[src/rtl/rsq_pkg.sv]
package rsq_pkg;

  typedef enum logic [1:0] {
    HOLD_A = 2'd0,
    HOLD_B = 2'd1,
    HOLD_C = 2'd2,
    HOLD_D = 2'd3
  } hold_sel_e;

  typedef struct packed {
    logic pri_ok;
    logic sec_ok;
    logic man_n;
  } mon_in_t;

  localparam int MON_W = $bits(mon_in_t);

  // Safe state loaded into the synchronizers: supplies bad, button idle.
  localparam mon_in_t MON_SAFE = '{pri_ok: 1'b0, sec_ok: 1'b0, man_n: 1'b1};

  function automatic int unsigned max_of4(input int unsigned a, input int unsigned b,
                                          input int unsigned c, input int unsigned d);
    int unsigned m;
    m = a;
    if (b > m) m = b;
    if (c > m) m = c;
    if (d > m) m = d;
    return m;
  endfunction

endpackage

[src/rtl/rsq_sync.sv]
module rsq_sync #(
  parameter int W = 3,
  parameter logic [W-1:0] RST_VAL = '0
) (
  input  logic         clk_i,
  input  logic         rst_i,
  input  logic [W-1:0] d_i,
  output logic [W-1:0] q_o
);
  for (genvar b = 0; b < W; b++) begin : g_bit
    logic st1, st2;
    always_ff @(posedge clk_i) begin
      if (rst_i) begin
        st1 <= RST_VAL[b];
        st2 <= RST_VAL[b];
      end else begin
        st1 <= d_i[b];
        st2 <= st1;
      end
    end
    assign q_o[b] = st2;
  end
endmodule

[src/rtl/rsq_holdoff.sv]
module rsq_holdoff #(
  parameter int unsigned HOLD0 = 8,
  parameter int unsigned HOLD1 = 20,
  parameter int unsigned HOLD2 = 50,
  parameter int unsigned HOLD3 = 100
) (
  input  logic       clk_i,
  input  logic       rst_i,
  input  logic       hold_bad_i,
  input  logic [1:0] sel_i,
  output logic       rst_q_o,
  output logic       rst_n_q_o
);
  import rsq_pkg::*;

  localparam int unsigned HMAX = max_of4(HOLD0, HOLD1, HOLD2, HOLD3);
  localparam int CW = (HMAX < 2) ? 1 : $clog2(HMAX);

  localparam logic [CW-1:0] LIM0 = CW'(HOLD0 - 1);
  localparam logic [CW-1:0] LIM1 = CW'(HOLD1 - 1);
  localparam logic [CW-1:0] LIM2 = CW'(HOLD2 - 1);
  localparam logic [CW-1:0] LIM3 = CW'(HOLD3 - 1);

  logic [CW-1:0] cnt_q;
  logic [CW-1:0] last_idx;
  logic          window_done;
  logic          rst_q, rst_n_q;

  always_comb begin
    unique case (hold_sel_e'(sel_i))
      HOLD_A:  last_idx = LIM0;
      HOLD_B:  last_idx = LIM1;
      HOLD_C:  last_idx = LIM2;
      default: last_idx = LIM3;
    endcase
  end

  // ">=" so that lowering the select mid-window never strands the count.
  assign window_done = (cnt_q >= last_idx);

  always_ff @(posedge clk_i) begin
    if (rst_i || hold_bad_i) begin
      cnt_q   <= '0;
      rst_q   <= 1'b1;
      rst_n_q <= 1'b0;
    end else if (rst_q) begin
      if (window_done) begin
        rst_q   <= 1'b0;
        rst_n_q <= 1'b1;
      end else begin
        cnt_q <= cnt_q + 1'b1;
      end
    end
  end

  assign rst_q_o   = rst_q;
  assign rst_n_q_o = rst_n_q;
endmodule

[src/rtl/rsq_secmon.sv]
module rsq_secmon (
  input  logic clk_i,
  input  logic rst_i,
  input  logic sec_ok_i,
  output logic fail_o
);
  logic fail_q;
  always_ff @(posedge clk_i) begin
    if (rst_i) fail_q <= 1'b1;
    else       fail_q <= ~sec_ok_i;
  end
  assign fail_o = fail_q;
endmodule

[src/rtl/supply_reset_seq.sv]
module supply_reset_seq #(
  parameter int unsigned HOLD0 = 8,
  parameter int unsigned HOLD1 = 20,
  parameter int unsigned HOLD2 = 50,
  parameter int unsigned HOLD3 = 100
) (
  input  logic       clk_i,
  input  logic       rst_i,
  input  logic       vpri_ok_i,
  input  logic       vsec_ok_i,
  input  logic       man_rst_n_i,
  input  logic [1:0] hold_sel_i,
  output logic       sys_rst_o,
  output logic       sys_rst_n_o,
  output logic       sec_fail_o
);
  import rsq_pkg::*;

  mon_in_t raw_in, syn_in;
  logic    hold_bad;

  assign raw_in = '{pri_ok: vpri_ok_i, sec_ok: vsec_ok_i, man_n: man_rst_n_i};

  rsq_sync #(.W(MON_W), .RST_VAL(MON_SAFE)) u_sync (
    .clk_i (clk_i),
    .rst_i (rst_i),
    .d_i   (raw_in),
    .q_o   (syn_in)
  );

  assign hold_bad = ~syn_in.pri_ok | ~syn_in.man_n;

  rsq_holdoff #(.HOLD0(HOLD0), .HOLD1(HOLD1), .HOLD2(HOLD2), .HOLD3(HOLD3)) u_hold (
    .clk_i      (clk_i),
    .rst_i      (rst_i),
    .hold_bad_i (hold_bad),
    .sel_i      (hold_sel_i),
    .rst_q_o    (sys_rst_o),
    .rst_n_q_o  (sys_rst_n_o)
  );

  rsq_secmon u_sec (
    .clk_i    (clk_i),
    .rst_i    (rst_i),
    .sec_ok_i (syn_in.sec_ok),
    .fail_o   (sec_fail_o)
  );
endmodule

[config.mk]
export PLATFORM = sky130hd
export DESIGN_NAME = supply_reset_seq
export DESIGN_NICKNAME = d
export VERILOG_FILES = /design/src/rtl/rsq_pkg.sv /design/src/rtl/rsq_sync.sv /design/src/rtl/rsq_holdoff.sv /design/src/rtl/rsq_secmon.sv /design/src/rtl/supply_reset_seq.sv
export SDC_FILE = /design/constraint.sdc
export NUM_CORES = 1
export LEC_CHECK = 0
export ABC_CLOCK_PERIOD_IN_PS = 4800
export BUFFER_PORTS_ARGS = -buffer_cell sky130_fd_sc_hd__clkbuf_2
export CAP_MARGIN = 20
export CORE_MARGIN = 8
export CORE_UTILIZATION = 55
export CTS_CLUSTER_SIZE = 28
export DETAILED_ROUTE_END_ITERATION = 16
export GPL_ROUTABILITY_DRIVEN = 0
export PLACE_DENSITY = 0.76
export SYNTH_ARGS = -nofsm -noshare
export SYNTH_HDL_FRONTEND = slang
export SYNTH_SLANG_ARGS = --single-unit
[constraint.sdc]
create_clock -name clk_i -period 4.8 [get_ports clk_i]
set_input_delay 0.48 -clock clk_i [delete_from_list [all_inputs] [get_ports clk_i]]
set_output_delay 0.48 -clock clk_i [all_outputs]
set_load 0.02 [all_outputs]
# --- Word-level counts from Yosys, hierarchy flattened ---
# Index checks and enable logic that the tools add are counted.
totals:
  register_bits: 16
  out_inout_bits: 3
  inputBits: 7
  elab_cells: 26
op_classes:
  mux: 3
  add_sub_neg: 1
  eq_ne: 2
  n_reduce_logical: 4
  magnitude_cmp: 1
  bitwise_logic: 5
ops:
  columns: ["op", "count"]
  rows:
  - ["7-bit case mux with 3 select lines", 1]
  - ["7-bit by 1-bit adder with 7-bit output, second input constant", 1]
  - ["7-bit >= comparator", 1]
  - ["1-bit inverter", 4]
  - ["2-bit AND reduction", 2]
  - ["2-bit by 1-bit equality test with 1-bit output, second input constant", 1]
  - ["2-bit equality test, second input constant", 1]
  - ["2-bit zero test", 1]
  - ["1-bit two-way mux", 2]
  - ["1-bit logical OR", 1]
  - ["1-bit OR", 1]

# --- Logic depth before layout (Yosys ltp) ---
depth:
  ltp_word: 5
  ltp_mapped: 9
  ltp_nobuf: 8

# --- By module ---
# A second synthesis with hierarchy kept.
hier_totals:
  hier_cells: 89
  hier_area_um2: 819.5
by_module_without_submodules:
  columns: ["mod", "seq_area_each_um2", "area_per_inst_um2", "n_inst", "cells_per_inst"]
  rows:
  - ["rsq_holdoff", 180.2, 609.3, 1, 71]
  - ["rsq_sync", 120.1, 180.2, 1, 15]
  - ["rsq_secmon", 20.0, 26.3, 1, 2]
  - ["supply_reset_seq", 0.0, 3.8, 1, 1]

# --- Worst setup path before layout ---
# No wires, ideal clock.
synth_timing:
  path_type: "input -> register"
  from: "input hold_sel_i[0]"
  to: "register u_hold.cnt_q[6]"
  setup_slack_ns: 2.733
  setup_ns: 0.072
  t_required_ns: 4.728
  arrival_ns: 1.995
  path_stages: 9
  path_buffers: 1
  path_cell_list: "inv_1 -> ha_1 -> inv_1 -> ha_1 -> a21oi_2 -> o211ai_1 -> buf_4 -> nor4b_2 -> mux2i_1"
synth_via:
  elab_chain_len: 5
  elab_cells_between_ends: 7
  classes_between: "order compare (1); eq/ne (2); mux (1); bitwise (1); reduce/logical (2)"
synth_lines:
  columns: ["element", "line", "source"]
  rows:
  - ["start: declaration", "supply_reset_seq.sv:12", "input logic [1:0] hold_sel_i,"]
  - ["2-bit equality test, or another cell as far along", "rsq_holdoff.sv:30", "unique case (hold_sel_e'(sel_i))"]
  - ["7-bit case mux with 3 select lines (*)", "rsq_holdoff.sv:30", null]
  - ["7-bit >= comparator (*)", "rsq_holdoff.sv:39", "assign window_done = (cnt_q >= last_idx);"]
  - ["1-bit inverter (no source line) (*)", null, null]
  - ["2-bit AND reduction (no source line) (*)", null, null]
  - ["end signal: assignment", "rsq_holdoff.sv:51", "cnt_q <= cnt_q + 1'b1;"]
  - ["end: declaration", "rsq_holdoff.sv:24", "logic [CW-1:0] cnt_q;"]
# Every way passes the cells marked *; elsewhere a longest branch is shown, timed or not.
# A chain may end at the register's enable or synchronous reset.

# --- Worst setup path in the final report ---
layout_timing:
  from: "input hold_sel_i[0]"
  to: "register u_hold.cnt_q[4]"
# The elaborated chain is that of the path after synthesis.

==> impl.org <==
** Outcome
- The run finished with clean final reports.

** Logic synthesis
- Main synth FF type :: dfxtp_1
- For this run, asynchronously set or reset flops after synthesis account for 0.
- Library cell with the highest instance count after synthesis :: dfxtp_1
- Library cell occupying the most area in the post-synthesis netlist :: dfxtp_1
- Number of warnings printed during yosys synthesis :: 0
- Counting instances in the post-synthesis netlist gives the leading cell types as dfxtp_1 (16), ha_1 (9), a21oi_1 (7), inv_1 (7), nand2_1 (5).
- In the post-synthesis netlist, the biggest area contributors are dfxtp_1 (40%), ha_1 (14%), a21oi_1 (4.3%).
- Average cell area after synthesis :: ~9.5 um2
- Share of the yosys chip area belonging to registers :: 0.398
- Synthesis instantiated 27 different standard cells from the library.
- In this run the cell area of the synthesized design comes to 806 um2.
- Synthesized instance count :: 85
- Syn nets :: 101
- Number of synthesized flops with an enable pin :: 0
- Area share of the largest cell type after synthesis :: 0.398
- Synthesis inferred 16 register bits.

** Setup path
- For the worst flop-to-flop path, the logic depth is 5.
- Critical Path Fanout Max :: 13
- Crit path arrival time :: roughly 2.5 ns
- STA classifies the critical path endpoint as a register.
- Data required time of the critical path :: 5.02 ns
- In this run the critical register-to-register path is captured at u_hold.cnt_q[4]$_SDFFE_PP0P_.
- In this run the worst setup path begins at hold_sel_i[0].
- Reg2Reg Setup Slack :: 2.80 ns
- Critical path cell sequence :: clkbuf_2, inv_1, ha_1, inv_1, ha_1, a21oi_2, o211ai_1, or4_1, a21oi_1
- CP bufs+invs :: 3
- The critical path is of the in -> reg type.
- The largest single stage delay on the critical path is 0.58 ns.
- Cell family with most CP delay :: compound AO/OA/AOI/OAI gates
- The worst register-to-register path begins at u_hold.cnt_q[4]$_SDFFE_PP0P_.
- The worst setup path is launched from an input pin.
- Count of cell instances traversed by the critical path :: 9
- Among all stages on the critical path, the largest delay is contributed by or4_1.

** Final layout
- Share of cells above drive strength 1 :: 0.219
- Compared with the post-synthesis result, the final layout area differs by 10.7%.
- After the last flow step, the layout net total stands at between 100 and 150.
- The number of antenna diodes in the final layout is 0.
- The filler cells instantiated in the layout total ~130.
- At the end of the flow the core is filled with cells to 0.621.
- Final non-filler cell area :: 892 um2

** Power
- Power spread over the standard cell area amounts to 267 nW/um2.
- Static Leakage :: 0.358 nW
- Worst supply voltage drop on vdd :: 0.285 mV

** Min path
- Hold Path Cell Cnt :: 2
- The tightest min-delay check is of the in -> reg type.
- The worst hold path terminates at u_sync.g_bit[0].st1$_SDFF_PP1_.
- Hold path start :: man_rst_n_i

** Clocking
- At the later pin of the worst-skew pair, clock insertion delay measures 0.28 ns.
- For this design, the CTS-stage hold fixing added 0 buffers.
- CTS-repair resized insts :: 0
- CTS built an H-tree with a depth of 1.
- Clock tree from TritonCTS :: built
- Clk pin slew, worst setup/hold paths :: 0.09 ns
- TritonCTS created 3 clock buffers.
- Maximum clock path buffer count :: 2
- Sink count of the clock tree :: 16
- The tree is rooted in a clkbuf_4.
- Post-CTS setup buffer count :: 0

** Drt
- DRT antenna net count :: 0
- Number of search-and-repair iterations in the first detailed-routing pass :: 4
- Routed vias/inst :: 5.50
- The detailed router placed approximately 600 vias in this run.
- The first routing iteration left 5 violations.
- In the final routed layout, each cell accounts on average for 12.5 um.
- After detailed routing, the number of remaining DRC violations is 0.
- Total wirelength of the detailed-routed design :: between 1000 and 1500 um

** Floorplan
- Die outline height :: 54.3 um
- The floorplan step defined a die boundary enclosing around 2900 um2.
- Floorplan core area :: 1440 um2
- In this run the horizontal extent of the chip is 54.3 um.
- The initialized floorplan defines 14 standard-cell rows.
- Starting density of the core :: 0.561
- Number of I/O pins :: 10

** Place
- Input and output buffers added on the ports amount to 9.
- Detailed placement ended at an HPWL of 1070 um.
- The placed instances occupy a cell area of 848 um2.

** Timing
- Setup violations remaining at the end of the flow were counted as 0.
- Sum of negative setup slack :: 0 ns
- Transition time at the pin with the least slew margin :: 0.902 ns
- Normalized max-slew margin :: 0.396
- Final critical path time including I/O delays and setup :: 2.25 ns
- Of the available clock period, the critical path in the final layout requires 0.469.
- The final number of hold-violating endpoints was 0.
- Layout Skew :: 0.00448 ns
- The number of slew-limit violations in the final report was 0.
- Max frequency :: approximately 440 MHz
- Setup repair after global routing left no endpoint under its margin.

** GRT
- Maximum number of pins on one net before global-route repair :: 15
- Initial antenna violation count :: 0
- Summed over all layers, the global routing overflow is 0.
- The via count of the first global-routing pass came to between 500 and 600.
- The first global-routing pass estimated roughly 2400 um of wire.
- In the global route stage, overall resource usage came out at 0.111.

** Job
- Max-cap viol count :: 0
[worst max-delay path by stage]
| stage | endpoint |
|---|---|
| after floorplan | u_hold.cnt_q[6]$_SDFFE_PP0P_ |
| after global placement | u_hold.cnt_q[5]$_SDFFE_PP0P_ |
| after detailed placement | u_hold.cnt_q[0]$_SDFFE_PP0P_ |
| after CTS | u_hold.cnt_q[0]$_SDFFE_PP0P_ |
| after global routing | u_hold.cnt_q[3]$_SDFFE_PP0P_ |
| final | u_hold.cnt_q[4]$_SDFFE_PP0P_ |
[cells by family (layout without fill, tap and decap cells)]
logic type                 after synthesis  count (layout)  synth area share
and+or+nand+nor                         30              30             0.239
AOI/OAI and AO/OA                       18              18             0.138
DFF                                     16              16             0.398
buffers and inverters                   10              21            0.0606
adders and majority gates                9               9             0.140
muxes                                    2               2            0.0248
[stage by stage]
step	power, mW	instances	setup slack (ns)	hold slack, ns
floorplan	0.149	85	2.73	0.355
global placement	0.154	107	2.29	0.358
detailed placement	0.155	107	2.20	0.367
CTS	0.242	111	2.45	0.367
global route	0.249	112	2.40	0.360
finish	0.238	112	2.55	0.378
[layout make-up]
| type | instances | area, um2 | share of cell area |
|---|---|---|---|
| Multi-Input combinational cell | 59 | 437 | 0.489 |
| Sequential cell | 16 | 320 | 0.359 |
| Timing Repair Buffer | 10 | 52.6 | 0.0589 |
| Clock buffer | 4 | 36.3 | 0.0407 |
| Inverter | 7 | 26.3 | 0.0295 |
| Tap cell | 16 | 20.0 | 0.0224 |
[cell usage in the layout, fill, tap and decap left out, drive strengths merged]
master	Yosys	routed
a211oi	1	1
a21oi	8	8
buf	2	1
clkbuf	1	13
dfxtp	16	16
ha	9	9
inv	7	7
mux2i	2	2
nand2	5	5
nand2b	2	2
nand3	2	2
nand4	1	1
nor2	3	3
nor2b	4	4
nor4	2	2
nor4b	1	1
o211ai	1	1
o21ai	5	5
o31ai	3	3
or2	5	5
or3	1	1
or3b	1	1
or4	3	3
[routing by layer]
metal  GRT usage  share of wire
met5           0              0
met4      0.0246          0.012
met3      0.0571          0.036
met2       0.172           0.49
met1       0.136           0.46
[power breakdown]
group | switching [mW] | internal, mW
clock network | 0.0406 | 0.0462
registers | 0.000829 | 0.135
logic | 0.00847 | 0.00695
[sequential cells by signal (all words and copies together) (netlist names)]
| register | count |
|---|---|
| u_hold.cnt_q | 7 |
| u_sync.g_bit.st1 | 3 |
| u_sync.g_bit.st2 | 3 |
| u_hold.rst_n_q_o | 1 |
| u_hold.rst_q_o | 1 |
| u_sec.fail_o | 1 |
[worst reg2reg max path, cell delays in order, from the launching register on]
cell      delay (ns)
dfxtp_1         0.36
ha_1            0.35
a21oi_2         0.17
o211ai_1        0.34
or4_1           0.58
a21oi_1         0.14
(Power assumes the default switching activity.)
